$ cat src/rtl/fwd_pkg.sv
package fwd_pkg;
  localparam int INSN_W = 32;
  localparam int OPC_W  = 6;
  localparam int REG_W  = 5;
  localparam int SEL_W  = 4;
  localparam int NUM_STAGES = 3;
  localparam int NUM_LANES  = 2;

  // Fields are numbered from the MSB; convert to LSB-based word indices.
  localparam int OPC_LSB = INSN_W - OPC_W;
  localparam int RS1_LSB = OPC_LSB - REG_W;
  localparam int RS2_LSB = RS1_LSB - REG_W;
  localparam int RD_LSB  = RS2_LSB - REG_W;

  // One-hot select bit positions (shared by both lanes).
  localparam int SEL_REG = 0;
  localparam int SEL_ALT = 1;
  localparam int SEL_EXM = 2;
  localparam int SEL_LMD = 3;

  typedef struct packed {
    logic [REG_W-1:0] rs1;
    logic [REG_W-1:0] rs2;
    logic [REG_W-1:0] dst;
    logic             reads_rs1;
    logic             reads_rs2;
    logic             use_imm;
    logic             is_branch;
    logic             alu_wr;
    logic             ld_wr;
  } insn_info_t;
endpackage

$ cat src/rtl/fwd_decode.sv
module fwd_decode
  import fwd_pkg::*;
#(
  parameter logic [OPC_W-1:0] OP_RALU   = 6'd1,
  parameter logic [OPC_W-1:0] OP_IALU   = 6'd8,
  parameter logic [OPC_W-1:0] OP_LOAD   = 6'd35,
  parameter logic [OPC_W-1:0] OP_STORE  = 6'd43,
  parameter logic [OPC_W-1:0] OP_BRANCH = 6'd4
) (
  input  logic [INSN_W-1:0] insn,
  output insn_info_t        info
);
  logic [OPC_W-1:0] opc;
  logic is_r, is_ia, is_ld, is_st, is_br;
  logic unused_funct;

  assign opc   = insn[OPC_LSB +: OPC_W];
  assign is_r  = (opc == OP_RALU);
  assign is_ia = (opc == OP_IALU);
  assign is_ld = (opc == OP_LOAD);
  assign is_st = (opc == OP_STORE);
  assign is_br = (opc == OP_BRANCH);
  assign unused_funct = ^insn[RD_LSB-1:0];

  always_comb begin
    info.rs1       = insn[RS1_LSB +: REG_W];
    info.rs2       = insn[RS2_LSB +: REG_W];
    info.dst       = is_r ? insn[RD_LSB +: REG_W] : insn[RS2_LSB +: REG_W];
    info.reads_rs1 = is_r | is_ia | is_ld | is_st;
    info.reads_rs2 = is_r;
    info.use_imm   = is_ia | is_ld | is_st | is_br;
    info.is_branch = is_br;
    info.alu_wr    = is_r | is_ia;
    info.ld_wr     = is_ld;
  end
endmodule

$ cat src/rtl/fwd_lane_sel.sv
module fwd_lane_sel
  import fwd_pkg::*;
(
  input  logic             use_alt,
  input  logic             reads,
  input  logic [REG_W-1:0] src,
  input  logic             exm_wr,
  input  logic [REG_W-1:0] exm_dst,
  input  logic             mwb_wr,
  input  logic [REG_W-1:0] mwb_dst,
  output logic [SEL_W-1:0] sel
);
  logic exm_hit, mwb_hit;

  assign exm_hit = reads && exm_wr && (exm_dst == src);
  assign mwb_hit = reads && mwb_wr && (mwb_dst == src);

  always_comb begin
    sel = '0;
    if (use_alt)      sel[SEL_ALT] = 1'b1;
    else if (exm_hit) sel[SEL_EXM] = 1'b1;
    else if (mwb_hit) sel[SEL_LMD] = 1'b1;
    else              sel[SEL_REG] = 1'b1;
  end
endmodule

$ cat src/rtl/fwd_onehot_mux.sv
module fwd_onehot_mux #(
  parameter int DW = 32,
  parameter int N  = 4
) (
  input  logic [N-1:0]         sel,
  input  logic [N-1:0][DW-1:0] din,
  output logic [DW-1:0]        dout
);
  always_comb begin
    dout = '0;
    for (int i = 0; i < N; i++) begin
      if (sel[i]) dout = dout | din[i];
    end
  end
endmodule

$ cat src/rtl/alu_fwd_sel.sv
module alu_fwd_sel
  import fwd_pkg::*;
#(
  parameter int DW = 32,
  parameter logic [OPC_W-1:0] OP_RALU   = 6'd1,
  parameter logic [OPC_W-1:0] OP_IALU   = 6'd8,
  parameter logic [OPC_W-1:0] OP_LOAD   = 6'd35,
  parameter logic [OPC_W-1:0] OP_STORE  = 6'd43,
  parameter logic [OPC_W-1:0] OP_BRANCH = 6'd4
) (
  input  logic              clk,
  input  logic              rst,
  input  logic [INSN_W-1:0] ex_insn,
  input  logic [INSN_W-1:0] mem_insn,
  input  logic [INSN_W-1:0] wb_insn,
  input  logic [DW-1:0]     next_pc,
  input  logic [DW-1:0]     rf_a,
  input  logic [DW-1:0]     rf_b,
  input  logic [DW-1:0]     imm_ext,
  input  logic [DW-1:0]     mem_alu_res,
  input  logic [DW-1:0]     wb_load_data,
  output logic [DW-1:0]     opnd_hi,
  output logic [DW-1:0]     opnd_lo,
  output logic [SEL_W-1:0]  sel_hi,
  output logic [SEL_W-1:0]  sel_lo
);
  localparam int ST_EX  = 0;
  localparam int ST_MEM = 1;
  localparam int ST_WB  = 2;
  localparam int LN_HI  = 0;
  localparam int LN_LO  = 1;

  logic [NUM_STAGES-1:0][INSN_W-1:0] stage_insn;
  insn_info_t info [NUM_STAGES];
  logic unused_info;

  assign stage_insn = {wb_insn, mem_insn, ex_insn};

  for (genvar s = 0; s < NUM_STAGES; s++) begin : g_dec
    fwd_decode #(
      .OP_RALU(OP_RALU), .OP_IALU(OP_IALU), .OP_LOAD(OP_LOAD),
      .OP_STORE(OP_STORE), .OP_BRANCH(OP_BRANCH)
    ) u_dec (
      .insn(stage_insn[s]),
      .info(info[s])
    );
  end

  assign unused_info = ^{info[ST_EX], info[ST_MEM], info[ST_WB]};

  logic [NUM_LANES-1:0]                      lane_alt;
  logic [NUM_LANES-1:0]                      lane_reads;
  logic [NUM_LANES-1:0][REG_W-1:0]           lane_src;
  logic [NUM_LANES-1:0][SEL_W-1:0]           lane_sel;
  logic [NUM_LANES-1:0][SEL_W-1:0][DW-1:0]   lane_cand;
  logic [NUM_LANES-1:0][DW-1:0]              lane_out;

  assign lane_alt[LN_HI]   = info[ST_EX].is_branch;
  assign lane_reads[LN_HI] = info[ST_EX].reads_rs1;
  assign lane_src[LN_HI]   = info[ST_EX].rs1;
  assign lane_cand[LN_HI]  = {wb_load_data, mem_alu_res, next_pc, rf_a};

  assign lane_alt[LN_LO]   = info[ST_EX].use_imm;
  assign lane_reads[LN_LO] = info[ST_EX].reads_rs2;
  assign lane_src[LN_LO]   = info[ST_EX].rs2;
  assign lane_cand[LN_LO]  = {wb_load_data, mem_alu_res, imm_ext, rf_b};

  for (genvar l = 0; l < NUM_LANES; l++) begin : g_lane
    fwd_lane_sel u_sel (
      .use_alt(lane_alt[l]),
      .reads  (lane_reads[l]),
      .src    (lane_src[l]),
      .exm_wr (info[ST_MEM].alu_wr),
      .exm_dst(info[ST_MEM].dst),
      .mwb_wr (info[ST_WB].ld_wr),
      .mwb_dst(info[ST_WB].dst),
      .sel    (lane_sel[l])
    );
    fwd_onehot_mux #(.DW(DW), .N(SEL_W)) u_mux (
      .sel (lane_sel[l]),
      .din (lane_cand[l]),
      .dout(lane_out[l])
    );
  end

  logic [NUM_LANES-1:0][SEL_W-1:0] sel_q;
  logic [NUM_LANES-1:0][DW-1:0]    opnd_q;

  always_ff @(posedge clk) begin
    if (rst) begin
      for (int l = 0; l < NUM_LANES; l++) begin
        sel_q[l]  <= SEL_W'(1) << SEL_REG;
        opnd_q[l] <= '0;
      end
    end else begin
      sel_q  <= lane_sel;
      opnd_q <= lane_out;
    end
  end

  assign sel_hi  = sel_q[LN_HI];
  assign sel_lo  = sel_q[LN_LO];
  assign opnd_hi = opnd_q[LN_HI];
  assign opnd_lo = opnd_q[LN_LO];
endmodule

$ cat config.mk
export PLATFORM = sky130hd
export DESIGN_NAME = alu_fwd_sel
export DESIGN_NICKNAME = d
export VERILOG_FILES = /design/src/rtl/fwd_pkg.sv /design/src/rtl/fwd_decode.sv /design/src/rtl/fwd_lane_sel.sv /design/src/rtl/fwd_onehot_mux.sv /design/src/rtl/alu_fwd_sel.sv
export SDC_FILE = /design/constraint.sdc
export NUM_CORES = 1
export LEC_CHECK = 0
export BUFFER_PORTS_ARGS = -buffer_cell sky130_fd_sc_hd__buf_2
export CAP_MARGIN = 20
export CORE_AREA = 2 2 142 144
export CTS_CLUSTER_SIZE = 24
export DETAILED_ROUTE_END_ITERATION = 8
export DIE_AREA = 0 0 144 146
export GPL_TIMING_DRIVEN = 0
export SLEW_MARGIN = 20
export SYNTH_ARGS = -nofsm -noshare
export SYNTH_HDL_FRONTEND = slang
export SYNTH_SLANG_ARGS = --single-unit
$ cat constraint.sdc
create_clock -name clk -period 2.1 [get_ports clk]
set_input_delay 0 -clock clk [delete_from_list [all_inputs] [get_ports clk]]
set_output_delay 0 -clock clk [all_outputs]
set_load 0.02 [all_outputs]
==> impl_metrics.toml, run 1 <==
[status]
status = "completed"

[pwr]
internal_power_mw = 3.11
combinationalPowerShare = 0.261
totalPowerFinal_mw = 4.30
seqPwrFrac = 0.340
leakagePower_nw = 4.02
cellPowerDensity_mw_per_mm2 = 504
peakVddDrop_mv = 0.330
p_sw_frac = 0.277
switchingPower_mw = 1.19
pwr-share-clk = 0.399

[sta]
min_period_over_period = 0.961
period_needed_ps = 2020
worst_pin_slew_ps = 888
worst_slack_ps = 82.8
max-slew-margin-rel = 0.408
finalSetupViolCount = 0
finalHoldViolCount = 0
fmax_mhz = 496
slew_violations = 0
fin_tns_setup_ps = 0
rsz0062_at_grt = "yes"

[global_route]
grt_pass1_wl_um = 33900
track_usage = 0.213
grt_remaining_overflow = 0
antenna_found_initial = 0
grt_pass1_vias = 6357
grt_max_degree = 13

[synth]
synth.top_cell.area_share = 0.343
syn_area_per_cell_um2 = 9.08
netlist_area_mm2 = 0.00421
async_flop_share = 0
ys_seq_area_frac = 0.343
syn-instance-count = 463
synth_area_leader_cell = "dfxtp_1"
ys_types = 56
synth_ff_type = "dfxtp_1"
yosys_warnings = 0
synth_seq_cells = 72
synthTopCellsByArea = "dfxtp_1, a22oi_1, o22ai_2"
syn_nets = 753
synth_edf_count = 0

[critical_path]
cp-endpoint = "sel_hi[0]$_SDFF_PP1_"
cp_data_required_time_ps = 2330
start_kind = "primary input"
crit_path_max_fanout = 10
worstPathArrival_ps = 2250
crit_start = "mem_insn[30]"
crit_type = "in -> reg"
setup.worst_path.end_class = "register"

[die]
core_mm2 = 0.0193
start_util = 0.217
fp.dieH_um = 146
io_pins = 362
fp.dieW_um = 144
die_area_mm2 = 0.0210
rows = 51

[detailed_routing]
post_drt_via_cell_ratio = 4.88
drt_first_pass_iters = 5
drc = 0
dr.first_iter.drc_count = 367
ant_nets = 0
vias = 6086
post_drt_wl_per_cell_um = 19.2
wirelength_um = 24000

[layout]
layout-drive-gt1-share = 0.430
diodes = 0
layout_commonest_cell = "buf_2"
synthToLayoutAreaGrowth_pct = 103
stdcell_count = 1247
final_cell_mix = "buf_2, dlygate4sd3_1, dfxtp_1, nand2_1, a22oi_1"
final_net_count = 1268

[place]
io_buffers = 312
place_ws_ps = -791
gp_congestion = 0.953
dp_hpwl_um = 15900
dpl.cell_count = 1040

[clock_tree]
cts_buffers = 9
htree_num_levels = 3
clockBufferDepth = 2
clkSinkCount = 72
cts_tree = "built"
cts-root-buf = "clkbuf_16"
clkSlewWorstSetupHoldPaths_ps = 60

[flow_run]
drv_cap = 0

[min_path]
min_path_type = "in -> reg"
[final cells by class]
cell class,instances,area (um^2)
clock buffers,10,239
fillers,1853,10800
inverters,11,41.3
flip-flops and latches,72,1440
well taps,265,332
multi-input cells,343,2590
plain buffers,37,299
repair buffers,504,3500
clock inverters,5,81.3
[critical path: stages]
cell and delay [ps]:
buf_8 90, or4_4 530, buf_8 160, o22ai_1 160
nand3_1 160, nor4_4 290, buf_4 180, a311oi_4 80
buf_4 180, buf_4 200, or2_1 210
[cell usage after synthesis (all sizes together), types with 2 or more instances]
| master | n |
|---|---|
| and3 | 6 |
| a21oi | 10 |
| dfxtp | 72 |
| a2111o | 2 |
| nor3 | 7 |
| o21ai | 5 |
| clkbuf | 19 |
| a211oi | 2 |
| nand3 | 13 |
| inv | 11 |
| nand4 | 2 |
| nor2b | 9 |
| nand2 | 69 |
| a22oi | 67 |
| nand4b | 2 |
| nor4 | 5 |
| a21o | 3 |
| nand2b | 2 |
| or2 | 2 |
| a221oi | 2 |
| and2 | 4 |
| buf | 18 |
| o22ai | 33 |
| a311oi | 2 |
| a31oi | 31 |
| mux2i | 36 |
| a2111oi | 2 |
| nor2 | 10 |
| xor2 | 5 |
[sequential cells by signal (all words and copies together), names as in the netlist]
name	count
opnd_lo	32
opnd_hi	32
sel_lo	4
sel_hi	4
[stage by stage]
stage	util	area, um^2	hold slack [ps]
2_1_floorplan	-	4210	79.3
3_3_place_gp	0.315	6100	218
3_5_place_dp	0.316	6100	227
4_1_cts	0.431	8330	0.150
5_1_grt	0.441	8520	28.6
6_report	0.441	8520	3.15
[per-layer routing]
metal | GRT usage | up-vias | share of wire
li1 | - | 2799 | -
met1 | 0.238 | 2839 | 0.38
met2 | 0.375 | 374 | 0.49
met3 | 0.0517 | 74 | 0.087
met4 | 0.101 | 0 | 0.034
met5 | 0 | - | 0
[logic make-up after synthesis]
family | share of synthesized area
AOI/OAI and AO/OA | 0.322
and+or+nand+nor | 0.169
DFF | 0.343
buffers and inverters | 0.0681
muxes | 0.0857
xor gates and xnor gates | 0.0125
[power by group through the flow]
stage	combinational [mW]	sequential, mW	clock, mW
CTS	1.06	1.46	1.76
global route	1.19	1.47	1.81
detailed placement	0.787	1.49	0
global placement	0.786	1.49	0
floorplan	0.259	1.59	0
finish	1.12	1.46	1.71
[what timing repair did]
item                                    in CTS  in global routing
endpoints found under the setup margin      63                 63
resized for setup                           28                 36
hold endpoints to repair                    65                  0
cloned                                       0                  2
setup buffers                                7                  6
hold buffers                               177                  0
pin swaps                                    4                 12
[worst min-delay path by stage]
stage	from	depth (start not counted)	to
floorplan	ex_insn[30]	1	sel_lo[1]$_SDFF_PP0_
global placement	ex_insn[30]	2	sel_lo[1]$_SDFF_PP0_
detailed placement	ex_insn[30]	2	sel_lo[1]$_SDFF_PP0_
CTS	mem_alu_res[30]	3	opnd_lo[30]$_SDFF_PP0_
global route	next_pc[17]	3	opnd_hi[17]$_SDFF_PP0_
finish	mem_alu_res[28]	3	opnd_hi[28]$_SDFF_PP0_
(Power assumes the default switching activity.)
==> inputs of run 2 (changes only) <==
Settings changed: CELL_PAD_IN_SITES_DETAIL_PLACEMENT from default to 0, CELL_PAD_IN_SITES_GLOBAL_PLACEMENT from default to 2, CORE_AREA 2 2 142 144 to default, CORE_MARGIN from default to 2, CORE_UTILIZATION from default to 17, DIE_AREA 0 0 144 146 to default, PLACE_DENSITY_LB_ADDON from default to 0.1.
==> impl_metrics.toml, run 2 (synthesis gave the netlist of run 1 again) <==
[status]
status = "finished with violations"
violations = "hold timing"

[pwr]
peakVddDrop_mv = 0.270
leakagePower_nw = 4.07
totalPowerFinal_mw = 4.45
cellPowerDensity_mw_per_mm2 = 510

[sta]
worst_pin_slew_ps = 854
finalHoldViolCount = 1
fin_hold_ws_ps = -1.57
worst_slack_ps = 62.6
max-slew-margin-rel = 0.431
slew_violations = 0
fmax_mhz = 491
fin_tns_setup_ps = 0
min_period_over_period = 0.970
period_needed_ps = 2040
finalSetupViolCount = 0

[flow_run]
drv_cap = 0

[global_route]
antenna_found_initial = 0
track_usage = 0.184
grt_pass1_wl_um = 36700
grt_remaining_overflow = 0
grt_max_degree = 14
grt_pass1_vias = 6491

[layout]
synthToLayoutAreaGrowth_pct = 107
layout-drive-gt1-share = 0.427
final_cell_mix = "buf_2, dlygate4sd3_1, dfxtp_1, nand2_1, a22oi_1"
final_net_count = 1275
fillers = 2608
final_core_util = 0.359
fin_area_mm2 = 0.00873
stdcell_count = 1314
layout_commonest_cell = "buf_2"
diodes = 0

[critical_path]
setup.worst_path.end_class = "register"
crit_path_max_fanout = 8
worstPathArrival_ps = 2250
start_kind = "primary input"
cp_data_required_time_ps = 2310
crit_type = "in -> reg"

[clock_tree]
htree_num_levels = 3
clkSinkCount = 72
clkSlewWorstSetupHoldPaths_ps = 70
cts_tree = "built"
cts_buffers = 9
clockBufferDepth = 2
cts-root-buf = "clkbuf_16"

[place]
place_ws_ps = -844
gp_congestion = 0.835
dpl.cell_count = 1099
io_buffers = 312
dp_hpwl_um = 18100
post_dp_cell_area_mm2 = 0.00617

[die]
fp.dieW_um = 161
rows = 57
core_mm2 = 0.0243
die_area_mm2 = 0.0260
start_util = 0.173
fp.dieH_um = 161
io_pins = 362

[detailed_routing]
ant_nets = 0
vias = 5828
dr.first_iter.drc_count = 303
wirelength_um = 24300
drt_first_pass_iters = 4
post_drt_wl_per_cell_um = 18.5
drc = 0
post_drt_via_cell_ratio = 4.44

[min_path]
min_path_type = "in -> reg"
run 2: cell types whose count changed in the layout (fill, tap and decap cells not counted), sizes merged:
cell / previous run / this run
clkinv: 2 / 0
bufinv: 2 / 3
dlygate4sd3: 177 / 181
buf: 347 / 349
inv: 11 / 13
clkbuf: 27 / 28
run 2: metal layers:
metal / up-vias / track usage / wire, um
li1: 2821 / - / -
met1: 2745 / 0.222 / 10600
met2: 244 / 0.334 / 11900
met3: 18 / 0.0383 / 1450
met4: 0 / 0.0418 / 333
met5: - / 0 / 0
run 2: final timing paths:
kind | slack (ps) | endpoint | cells past startpoint | startpoint
hold / removal | -2 | opnd_hi[17]$_SDFF_PP0_ | 3 | next_pc[17]
setup / recovery | 60 | opnd_lo[11]$_SDFF_PP0_ | 11 | mem_insn[28]
run 2: cell type report:
| type | count | area, um^2 | area share |
|---|---|---|---|
| well taps | 324 | 405 | 0.0465 |
| inverters | 11 | 41.3 | 0.00473 |
| flip-flops and latches | 72 | 1440 | 0.165 |
| repair buffers | 513 | 3610 | 0.414 |
| multi-input cells | 343 | 2600 | 0.298 |
| plain buffers | 35 | 280 | 0.0321 |
| clock inverters | 6 | 115 | 0.0132 |
| clock buffers | 10 | 229 | 0.0262 |
run 2: critical path, cell delays in order:
cell and delay [ps]:
buf_2 120, or4_4 630, o21ai_4 180, a21oi_2 80
a2111oi_2 300, and3_1 260, buf_6 140, or3_4 200
buf_12 140, clkbuf_16 140, o22ai_2 50
run 2: timing repair:
action | 4_1_cts | 5_1_grt
gates cloned | 1 | 1
pin swaps | 7 | 11
endpoints found under the hold margin | 63 | 1
gates resized for setup | 39 | 21
hold buffers | 180 | 1
buffers inserted | 13 | 5
setup endpoints to repair | 66 | 64
run 2: report_power, final:
group | switching (mW) | internal, mW
sequential | 0.0182 | 1.44
clock | 0.688 | 1.17
combinational | 0.524 | 0.606
total | 1.23 | 3.22
